<file path="src/rtl/xcell_pkg.sv">
package xcell_pkg;

  localparam int unsigned STD_HDR_BYTES = 4;
  localparam logic [7:0]  HEC_POLY      = 8'h07;
  localparam logic [7:0]  HEC_COSET     = 8'h55;

  // One byte of a CRC-8, MSB first, polynomial x^8+x^2+x+1.
  function automatic logic [7:0] crc8_step(input logic [7:0] crc_in,
                                           input logic [7:0] din);
    logic [7:0] c;
    c = crc_in;
    for (int i = 7; i >= 0; i--) begin
      if (c[7] ^ din[i]) c = {c[6:0], 1'b0} ^ HEC_POLY;
      else               c = {c[6:0], 1'b0};
    end
    return c;
  endfunction

endpackage

</file>
<file path="src/rtl/xcell_ctrl.sv">
module xcell_ctrl
  import xcell_pkg::*;
#(
  parameter int unsigned XHDR_MAX  = 12,
  parameter int unsigned PAY_BYTES = 48,
  localparam int unsigned XL_W     = $clog2(XHDR_MAX + 1),
  localparam int unsigned CELL_MAX = XHDR_MAX + STD_HDR_BYTES + 1 + PAY_BYTES,
  localparam int unsigned POS_W    = $clog2(CELL_MAX + 1)
) (
  input  logic            clk,
  input  logic            rst_n,
  input  logic [XL_W-1:0] cfg_xlen_i,
  input  logic            cfg_hec_i,
  input  logic            in_valid,
  input  logic            in_sop,
  output logic            take_o,
  output logic            start_o,
  output logic            abort_o,
  output logic            last_o,
  output logic            is_xhdr_o,
  output logic            is_shdr_o,
  output logic            is_hec_o,
  output logic            is_pay_o,
  output logic            pay_first_o,
  output logic            hdr_done_o,
  output logic [XL_W-1:0] xidx_o,
  output logic [1:0]      sidx_o,
  output logic            hec_en_o
);

  logic [XL_W-1:0]  xlen_q;
  logic             hec_q;
  logic             busy_q;
  logic [POS_W-1:0] pos_q;
  logic [POS_W-1:0] cur_pos, xl_w, hdr_end, pay_at, last_at;

  // Settings sampled on edges with reset low; clamped to the prefix limit.
  always_ff @(posedge clk) begin
    if (!rst_n) begin
      xlen_q <= (cfg_xlen_i > XL_W'(XHDR_MAX)) ? XL_W'(XHDR_MAX) : cfg_xlen_i;
      hec_q  <= cfg_hec_i;
    end
  end

  assign xl_w    = POS_W'(xlen_q);
  assign hdr_end = xl_w + POS_W'(3);
  assign pay_at  = xl_w + POS_W'(4) + POS_W'(hec_q);
  assign last_at = pay_at + POS_W'(PAY_BYTES - 1);

  assign start_o = in_valid && in_sop;
  assign take_o  = in_valid && (busy_q || in_sop);
  assign abort_o = start_o && busy_q;
  assign cur_pos = start_o ? '0 : pos_q;

  assign is_xhdr_o   = cur_pos < xl_w;
  assign is_shdr_o   = (cur_pos >= xl_w) && (cur_pos <= hdr_end);
  assign is_hec_o    = hec_q && (cur_pos == xl_w + POS_W'(4));
  assign is_pay_o    = cur_pos >= pay_at;
  assign pay_first_o = cur_pos == pay_at;
  assign last_o      = take_o && (cur_pos == last_at);
  assign hdr_done_o  = take_o && (hec_q ? is_hec_o : (cur_pos == hdr_end));
  assign xidx_o      = XL_W'(cur_pos);
  assign sidx_o      = 2'(cur_pos - xl_w);
  assign hec_en_o    = hec_q;

  always_ff @(posedge clk or negedge rst_n) begin
    if (!rst_n) begin
      busy_q <= 1'b0;
      pos_q  <= '0;
    end else if (take_o) begin
      if (last_o) begin
        busy_q <= 1'b0;
        pos_q  <= '0;
      end else begin
        busy_q <= 1'b1;
        pos_q  <= cur_pos + POS_W'(1);
      end
    end
  end

  AST_ONE_FIELD: assert property (@(posedge clk) disable iff (!rst_n)
    $onehot0({is_xhdr_o, is_shdr_o, is_hec_o, is_pay_o}));
  AST_POS_BOUND: assert property (@(posedge clk) disable iff (!rst_n)
    busy_q |-> (pos_q != '0) && (pos_q <= last_at));
  AST_CFG_HELD: assert property (@(posedge clk) disable iff (!rst_n)
    1'b1 |=> $stable(xlen_q) && $stable(hec_q));
  AST_LAST_IDLES: assert property (@(posedge clk) disable iff (!rst_n)
    last_o |=> !busy_q);

endmodule

</file>
<file path="src/rtl/xcell_hdr.sv">
module xcell_hdr
  import xcell_pkg::*;
#(
  parameter int unsigned XHDR_MAX = 12,
  localparam int unsigned XL_W    = $clog2(XHDR_MAX + 1)
) (
  input  logic                  clk,
  input  logic                  rst_n,
  input  logic                  take,
  input  logic                  start,
  input  logic                  is_xhdr,
  input  logic                  is_shdr,
  input  logic                  is_hec,
  input  logic                  hdr_done,
  input  logic                  hec_en,
  input  logic [XL_W-1:0]       xidx,
  input  logic [1:0]            sidx,
  input  logic [7:0]            din,
  output logic                  hdr_valid,
  output logic [31:0]           hdr_word,
  output logic [XHDR_MAX*8-1:0] xhdr_buf,
  output logic                  hec_err
);

  logic [7:0]  crc_q;
  logic [7:0]  xb_q [XHDR_MAX];
  logic [31:0] word_q;
  logic        hv_q, he_q;
  logic [7:0]  hec_expect;
  logic        hec_mismatch;

  assign hec_expect   = crc_q ^ HEC_COSET;
  assign hec_mismatch = take && is_hec && (din != hec_expect);

  always_ff @(posedge clk or negedge rst_n) begin
    if (!rst_n) begin
      crc_q  <= '0;
      word_q <= '0;
      hv_q   <= 1'b0;
      he_q   <= 1'b0;
    end else begin
      if (take && is_shdr) begin
        crc_q <= crc8_step((sidx == 2'd0) ? 8'h00 : crc_q, din);
        for (int k = 0; k < 4; k++)
          if (sidx == 2'(k)) word_q[8*(3-k) +: 8] <= din;
      end
      hv_q <= hdr_done;
      he_q <= hdr_done && hec_en && hec_mismatch;
    end
  end

  always_ff @(posedge clk or negedge rst_n) begin
    if (!rst_n) begin
      for (int i = 0; i < XHDR_MAX; i++) xb_q[i] <= '0;
    end else begin
      for (int i = 0; i < XHDR_MAX; i++) begin
        if (take && is_xhdr && (xidx == XL_W'(i))) xb_q[i] <= din;
        else if (start)                             xb_q[i] <= '0;
      end
    end
  end

  for (genvar g = 0; g < XHDR_MAX; g++) begin : g_xlane
    assign xhdr_buf[8*g +: 8] = xb_q[g];
  end

  assign hdr_valid = hv_q;
  assign hdr_word  = word_q;
  assign hec_err   = he_q;

  AST_HEC_WITH_HDR: assert property (@(posedge clk) disable iff (!rst_n)
    hec_err |-> hdr_valid);
  AST_HEC_OFF_QUIET: assert property (@(posedge clk) disable iff (!rst_n)
    !hec_en |-> !hec_err);

endmodule

</file>
<file path="src/rtl/xcell_pay.sv">
module xcell_pay (
  input  logic       clk,
  input  logic       rst_n,
  input  logic       take,
  input  logic       is_pay,
  input  logic       pay_first,
  input  logic       last,
  input  logic [7:0] din,
  output logic       pay_valid,
  output logic       pay_sop,
  output logic       pay_eop,
  output logic [7:0] pay_data
);

  logic       pv_q, ps_q, pe_q;
  logic [7:0] pd_q;
  logic       pay_take;

  assign pay_take = take && is_pay;

  always_ff @(posedge clk or negedge rst_n) begin
    if (!rst_n) begin
      pv_q <= 1'b0;
      ps_q <= 1'b0;
      pe_q <= 1'b0;
      pd_q <= '0;
    end else begin
      pv_q <= pay_take;
      ps_q <= pay_take && pay_first;
      pe_q <= pay_take && last;
      if (pay_take) pd_q <= din;
    end
  end

  assign pay_valid = pv_q;
  assign pay_sop   = ps_q;
  assign pay_eop   = pe_q;
  assign pay_data  = pd_q;

  AST_EOP_NEEDS_VALID: assert property (@(posedge clk) disable iff (!rst_n)
    pay_eop |-> pay_valid);
  AST_SOP_NEEDS_VALID: assert property (@(posedge clk) disable iff (!rst_n)
    pay_sop |-> pay_valid);

endmodule

</file>
<file path="src/rtl/xcell_parser.sv">
module xcell_parser
  import xcell_pkg::*;
#(
  parameter int unsigned XHDR_MAX  = 12,
  parameter int unsigned PAY_BYTES = 48,
  localparam int unsigned XL_W     = $clog2(XHDR_MAX + 1)
) (
  input  logic                  clk,
  input  logic                  rst_n,
  input  logic [XL_W-1:0]       cfg_xhdr_len,
  input  logic                  cfg_hec_en,
  input  logic                  in_valid,
  input  logic                  in_sop,
  input  logic [7:0]            in_data,
  output logic                  hdr_valid,
  output logic [31:0]           hdr_word,
  output logic [XHDR_MAX*8-1:0] xhdr_buf,
  output logic                  hec_err,
  output logic                  pay_valid,
  output logic                  pay_sop,
  output logic                  pay_eop,
  output logic [7:0]            pay_data,
  output logic                  len_err
);

  logic            take, start, abort, last;
  logic            is_xhdr, is_shdr, is_hec, is_pay, pay_first, hdr_done, hec_en;
  logic [XL_W-1:0] xidx;
  logic [1:0]      sidx;
  logic            len_err_q;

  xcell_ctrl #(.XHDR_MAX(XHDR_MAX), .PAY_BYTES(PAY_BYTES)) u_ctrl (
    .clk(clk), .rst_n(rst_n), .cfg_xlen_i(cfg_xhdr_len), .cfg_hec_i(cfg_hec_en),
    .in_valid(in_valid), .in_sop(in_sop),
    .take_o(take), .start_o(start), .abort_o(abort), .last_o(last),
    .is_xhdr_o(is_xhdr), .is_shdr_o(is_shdr), .is_hec_o(is_hec), .is_pay_o(is_pay),
    .pay_first_o(pay_first), .hdr_done_o(hdr_done), .xidx_o(xidx), .sidx_o(sidx),
    .hec_en_o(hec_en)
  );

  xcell_hdr #(.XHDR_MAX(XHDR_MAX)) u_hdr (
    .clk(clk), .rst_n(rst_n), .take(take), .start(start),
    .is_xhdr(is_xhdr), .is_shdr(is_shdr), .is_hec(is_hec), .hdr_done(hdr_done),
    .hec_en(hec_en), .xidx(xidx), .sidx(sidx), .din(in_data),
    .hdr_valid(hdr_valid), .hdr_word(hdr_word), .xhdr_buf(xhdr_buf), .hec_err(hec_err)
  );

  xcell_pay u_pay (
    .clk(clk), .rst_n(rst_n), .take(take), .is_pay(is_pay), .pay_first(pay_first),
    .last(last), .din(in_data),
    .pay_valid(pay_valid), .pay_sop(pay_sop), .pay_eop(pay_eop), .pay_data(pay_data)
  );

  always_ff @(posedge clk or negedge rst_n) begin
    if (!rst_n) len_err_q <= 1'b0;
    else        len_err_q <= abort;
  end

  assign len_err = len_err_q;

  AST_ABORT_FLAGS: assert property (@(posedge clk) disable iff (!rst_n)
    abort |=> len_err);
  AST_ABORT_NO_EOP: assert property (@(posedge clk) disable iff (!rst_n)
    abort |=> !pay_eop);

endmodule

</file>
<file path="config.mk">
export PLATFORM = sky130hd
export DESIGN_NAME = xcell_parser
export DESIGN_NICKNAME = d
export VERILOG_FILES = /design/src/rtl/xcell_pkg.sv /design/src/rtl/xcell_ctrl.sv /design/src/rtl/xcell_hdr.sv /design/src/rtl/xcell_pay.sv /design/src/rtl/xcell_parser.sv
export SDC_FILE = /design/constraint.sdc
export NUM_CORES = 1
export LEC_CHECK = 0
export BUFFER_PORTS_ARGS = -buffer_cell sky130_fd_sc_hd__buf_2
export CAP_MARGIN = 20
export CORE_MARGIN = 2
export CORE_UTILIZATION = 24
export CTS_CLUSTER_SIZE = 40
export DETAILED_ROUTE_END_ITERATION = 7
export HOLD_SLACK_MARGIN = 0.15
export PLACE_DENSITY = 0.44
export SLEW_MARGIN = 20
export SYNTH_ARGS = -nofsm -noshare
export SYNTH_HDL_FRONTEND = slang
export SYNTH_SLANG_ARGS = --single-unit
</file>
<file path="constraint.sdc">
create_clock -name clk -period 3.48 [get_ports clk]
set_input_delay 0 -clock clk [delete_from_list [all_inputs] [get_ports clk]]
set_output_delay 0 -clock clk [all_outputs]
set_load 0.01 [all_outputs]
</file>
### Yosys cells after proc, flatten, opt, wreduce, memory -nomap -nowiden

Index checks and enable logic that the tools add are counted.

* register bits: 163
* input port bits: 17
* output and inout bits: 142

* $lt $le $gt $ge: 5
* eq/ne operators: 19
* reduce and logical (&&, ||, !) cells: 47
* multiplexer cells: 33
* bitwise logic cells: 17
* add/sub/neg operators: 6

Operator list (count)
* two-way mux 8 bit: 21
* logical AND 1 bit: 28
* two-way mux 3 bit: 8
* NOT 3 bit: 8
* nonzero test 2 bit: 12
* equality test 4 x 3 -> 1 bit (second input constant): 4
* equality test 4 bit (second input constant): 4
* equality test 7 x 5 -> 1 bit: 2
* equality test 7 bit: 2
* two-way mux 7 bit: 2
* equality test 4 x 2 -> 1 bit (second input constant): 2
* inequality test 8 bit: 1
* AND reduction 2 bit: 4
* XOR 1 bit: 8
* adder 7 x 1 -> 7 bit: 1
* adder 7 x 1 -> 7 bit (second input constant): 1
* adder 7 x 6 -> 7 bit (second input constant): 1
* >= comparator 7 x 4 -> 1 bit: 1
* >= comparator 7 bit: 1
* <= comparator 7 x 5 -> 1 bit: 1
* < comparator 7 x 4 -> 1 bit: 1
* adder 4 x 2 -> 5 bit (second input constant): 1
* adder 4 x 3 -> 5 bit (second input constant): 1
* equality test 2 bit (second input constant): 2
* other kinds (9): 10

### Depth between registers and ports, before layout

* depth after elaboration: 28
* depth in mapped cells: 16

### By module

From an unflattened synthesis, not the netlist that was laid out.

* cell total of the unflattened synthesis: 790
* area total of the unflattened synthesis: 8045.2 µm²

Modules (own cells, without submodules)
* xcell_hdr: instances 1, seq. area each 3453.3 µm², cells each 589, area an instance 6094.6 µm²
* xcell_ctrl: instances 1, seq. area each 350.3 µm², cells each 177, area an instance 1530.2 µm²
* xcell_pay: instances 1, seq. area each 275.3 µm², cells each 23, area an instance 395.4 µm²
* xcell_parser: instances 1, seq. area each 25.0 µm², cells each 1, area an instance 25.0 µm²

### Worst setup path before layout

No wires, ideal clock.

* path kind: input port to flip-flop
* from: input in_sop
* to: register u_hdr.word_q[0], in the netlist u_hdr.hdr_word[0]
* slack: 0.056 ns
* cell stages on the path: 15
* required time: 3.355 ns
* data arrival time: 3.299 ns
* library setup time: 0.125 ns
* cell sequence: buf_6 nand2_1 clkbuf_1 clkbuf_1 clkbuf_1 nand2_1 inv_1 ha_1 nor2b_1 o21a_1 o211ai_1 a21boi_0 clkbuf_1 nor4_4 mux2_4

* word-level cells in the longest chain between the ends: 6
* elaborated cells on any way between the ends: 11
* classes of those cells: add/sub (1); order compare (2); eq/ne (1); mux (1); reduce/logical (6)

Ends and longest elaborated chain
* from (decl): line xcell_parser.sv:13 `input logic in_sop,`
* logical AND 1 bit: line xcell_ctrl.sv:50 `assign start_o = in_valid && in_sop;`
* two-way mux 7 bit: line xcell_ctrl.sv:53 `assign cur_pos = start_o ? '0 : pos_q;`
* >= comparator 7 x 4 -> 1 bit / <= comparator 7 x 5 -> 1 bit (equally long branches): line xcell_ctrl.sv:56 `assign is_shdr_o = (cur_pos >= xl_w) && (cur_pos <= hdr_end);`
* logical AND 1 bit: line xcell_ctrl.sv:56
* logical AND 1 bit: line xcell_hdr.sv:42 `if (take && is_shdr) begin`
* AND reduction 2 bit (no source line) (*)
* to (signal, indexed assignment): line xcell_hdr.sv:45 `if (sidx == 2'(k)) word_q[8*(3-k) +: 8] <= din;`
* to (decl): line xcell_hdr.sv:27 `logic [31:0] word_q;`

Every way passes the cells marked *; elsewhere a longest branch is shown, timed or not.
A chain may end at the register's enable or synchronous reset.

### Final worst setup path

* from: register u_ctrl.xlen_q[2]
* to: register u_hdr.xb_q, in the netlist u_hdr.xhdr_buf[79]

* word-level cells in the longest chain between the ends: 4
* elaborated cells on any way between the ends: 5
* classes of those cells: order compare (1); mux (1); reduce/logical (3)

Ends and longest elaborated chain
* from (decl): line xcell_ctrl.sv:31 `logic [XL_W-1:0] xlen_q;`
* from (signal assigned): line xcell_ctrl.sv:40 `xlen_q <= (cfg_xlen_i > XL_W'(XHDR_MAX)) ? XL_W'(XHDR_MAX) : cfg_xlen_i;`
* < comparator 7 x 4 -> 1 bit (*): line xcell_ctrl.sv:55 `assign is_xhdr_o = cur_pos < xl_w;`
* logical AND 1 bit (*) (2 in a row): line xcell_hdr.sv:57 `if (take && is_xhdr && (xidx == XL_W'(i))) xb_q[i] <= din;`
* two-way mux 8 bit / nonzero test 2 bit (equally long branches)
* to (signal, indexed assignment): line xcell_hdr.sv:57
* to (decl): line xcell_hdr.sv:26 `logic [7:0] xb_q [XHDR_MAX];`

Marked as above.

==> impl_results.md <==
* RSZ-0062 raised after global routing: no
* Post_cts resized at 0
* Syn avg cell area at 10.7 um^2
* Wl on met1 at 11700 um
* Met3 wire length at ~1200 um
* Die footprint at 0.0350 mm^2
* Rel. slew slack at 0.423
* Clock latency on the worst-skew pair at 0.43 ns
* Post-detail-place hpwl at 16300 um
* Number of DRC markers in iteration 0 at 267
* MaxCap Viol Count at 0
* Reg clk slew, reported paths at approximately 0.070 ns
* TritonCTS clock tree: yes
* Critical Path Fanout Max at 8
* Min Tclk post-route at 3.04 ns
* Routed len/inst at approximately 18 um
* Worst setup EP type: register
* Synth top area cells: dfrtp_1 49%, mux2i_1 8.5%, nand2_1 7.1%
* Drt pass-1 iters at 4
* Worst-margin pin slew at 0.861 ns
* R2r worst-path depth at 8
* Inst Count DP at around 1300
* Initial antenna violation count at 0
* Share of the synthesized area in the top cell type at 0.492
* Final setup vio count at 0
* Fillers at 3484
* Cell Area, Synth at 0.00804 mm^2
* Power per Cell Area at 723 mW/mm^2
* Post-synth EDFFs at 5
* Worst path required time at 3.77 ns
* GR Util All Layers at 0.142
* Final ANT Viol Nets at 0
* Routed vias/inst at 4.32
* Global route overflow at 0
* Max-slew violations at 0
* Vias in the first global route at about 6100
* Ports at ~160
* Synth Flop Type: dfrtp_1
* TritonCTS buffer count at 17
* Max layer used: met4
* Crit path kind: register to register
* Die Ht at around 190 um
* H-tree depth at 4
* Std-Cell Rows at 67
* Worst hold-check path type: primary input to asynchronous set/reset pin
* Worst R2R Setup Slack at 0.44 ns
* Commonest cells after routing, fill and taps aside: 158 x dfrtp_1, 157 x buf_2, 151 x nand2_1
* Total Wirelength at 24400 um
* F_max at approximately 330 MHz
* Yosys top cell by area: dfrtp_1
* # DRC at 0
* Dpl ws at between 0.4 and 0.5 ns
* Largest net degree at the start of global routing at 84
* WP data arrival at 3.33 ns
* Syn Inst Count at 751
* Met2 wire length at about 11000 um
* DR vias at slightly below 6000
* Outcome: finished clean
* Crit path launch type: register
* R2r endpoint: u_hdr.xhdr_buf[79]$_DFFE_PN0P_
* Area Growth Syn to Fin at 26.2%
* Chip width at 187 um
* CTS max path bufs at 2
* Worst IR Drop VDD at 0.000344 V
* Layout cell share with drive strength beyond 1 at 0.268
* Hold Fails Final Rpt at 0
* Leakage dissipation at about 5.3 nW
* Syn_nets at between 700 and 800
* Core area at 0.0333 mm^2
* R2r startpoint: u_ctrl.xlen_q[2]$_SDFFCE_PN1N_
* Clk_skew at between 0.01 and 0.015 ns
* Initial core utilization at 0.242
* Final Non-Filler Cells at 1377
* Seq/Total Area, Yosys at 0.510
* Post-layout net count at 960
* Final Wtd Congestion at roughly 0.76
* Global-route wire length before repair at 38400 um
* ANT cells at 0
* Num Clock Sinks at approximately 160
* Final WS setup at 0.442 ns
* Seq cells post-synth at 163
* Ys Warns at 0
* Commonest non-fill, non-tap cell in the layout: dfrtp_1
* Clk root buf: clkbuf_16
* Tcrit/Tclk final at 0.873
* Port bufs at 158
* Asr flop ratio synth at 0.969
* Post-synth cell types at 58
* Setup_tns at 0 ns
-- flip-flops by register name (all words and copies together) (netlist names) --
register / count
u_hdr.crc_q: 8
u_pay.pay_data: 8
u_pay.pay_valid: 1
u_ctrl.busy_q: 1
u_pay.pay_sop: 1
u_hdr.hdr_word: 32
u_hdr.hec_err: 1
u_ctrl.pos_q: 7
u_ctrl.hec_en_o: 1
u_ctrl.xlen_q: 4
u_hdr.xhdr_buf: 96
u_hdr.hdr_valid: 1
len_err: 1
u_pay.pay_eop: 1
-- power breakdown --
group	internal, mW	switching [mW]	total [mW]
Sequential	2.41	0.343	2.75
Clock	1.23	0.824	2.05
Combinational	1.17	1.36	2.53
Total	4.81	2.53	7.33
-- worst max-delay path, cell delays in order (launching register included) --
cell and delay, ns:
edfxtp_1 0.50, inv_1 0.15, ha_1 0.34, o21ai_0 0.16, a21oi_1 0.07, or2_1 0.34
nor3b_1 0.53, nand3_1 0.56, mux2i_1 0.24
-- what timing repair did --
item / in CTS / in global routing
setup buffers: 0 / 0
hold endpoints to repair: 123 / 0
hold buffers: 16 / 0
-- worst max-delay path by stage --
| stage | from | end | slack [ns] |
|---|---|---|---|
| final | u_ctrl.xlen_q[2]$_SDFFCE_PN1N_ | u_hdr.xhdr_buf[79]$_DFFE_PN0P_ | 0.44 |
| after global routing | u_ctrl.pos_q[3]$_DFFE_PN0P_ | u_hdr.xhdr_buf[76]$_DFFE_PN0P_ | 0.13 |
| after CTS | u_ctrl.xlen_q[2]$_SDFFCE_PN1N_ | u_hdr.xhdr_buf[79]$_DFFE_PN0P_ | 0.40 |
| after detailed placement | u_ctrl.xlen_q[2]$_SDFFCE_PN1N_ | u_hdr.xhdr_buf[79]$_DFFE_PN0P_ | 0.43 |
| after global placement | u_ctrl.xlen_q[2]$_SDFFCE_PN1N_ | u_hdr.xhdr_buf[64]$_DFFE_PN0P_ | 0.39 |
| after floorplan | in_sop | u_hdr.hdr_word[0]$_DFFE_PN0P_ | 0.06 |
-- synthesized netlist by cell type (7+ instances only) --
| master | number |
|---|---|
| a21oi_1 | 16 |
| mux2_1 | 7 |
| mux2_4 | 16 |
| xnor2_1 | 31 |
| nor3_1 | 7 |
| nor2_1 | 16 |
| mux2i_1 | 68 |
| o21ai_1 | 8 |
| mux2_2 | 20 |
| o21ai_0 | 40 |
| inv_1 | 22 |
| nand2_1 | 152 |
| clkbuf_1 | 40 |
| dfrtp_1 | 158 |
| ha_1 | 26 |
| nand3_1 | 16 |
| xor2_1 | 15 |
-- stage by stage --
stage / util / hold WS [ns] / power [mW] / area (um^2)
4_1_cts: 0.305 / 0.165 / 7.43 / 10100
3_5_place_dp: 0.281 / 0.105 / 5.32 / 9360
6_report: 0.305 / 0.186 / 7.33 / 10100
3_3_place_gp: 0.281 / 0.109 / 5.31 / 9360
5_1_grt: 0.305 / 0.225 / 7.82 / 10100
2_1_floorplan: - / -0.296 / 4.36 / 8040
-- cells by family (layout without fill, tap and decap cells) --
kind of cell             count (synthesis)  in the layout  synth area share
flip-flops                             163            163             0.510
XOR/XNOR                                47             47            0.0531
adder cells (fa/ha/maj)                 26             26            0.0405
AND/OR/NAND/NOR                        241            241             0.139
AO/OA/AOI/OAI                           96             96            0.0708
multiplexers                           111            111             0.152
buffers and inverters                   67            245            0.0336
-- area by class of cell --
class                           instances  area, um^2  share of cell area
Sequential cell                       163        4100               0.404
Inverter                               24        90.1             0.00888
Timing Repair Buffer                  190        1090               0.107
Clock buffer                           20         447              0.0440
Clock inverter                         11         176              0.0174
Multi-Input combinational cell        521        3680               0.363
Tap cell                              448         561              0.0552
-- per-layer routing --
metal / vias to the layer above / GRT usage
met2: 117 / 0.226
met4: 0 / 0.0345
met1: 2932 / 0.193
met5: - / 0
met3: 17 / 0.0370
li1: 2882 / -
(Power assumes the default switching activity.)
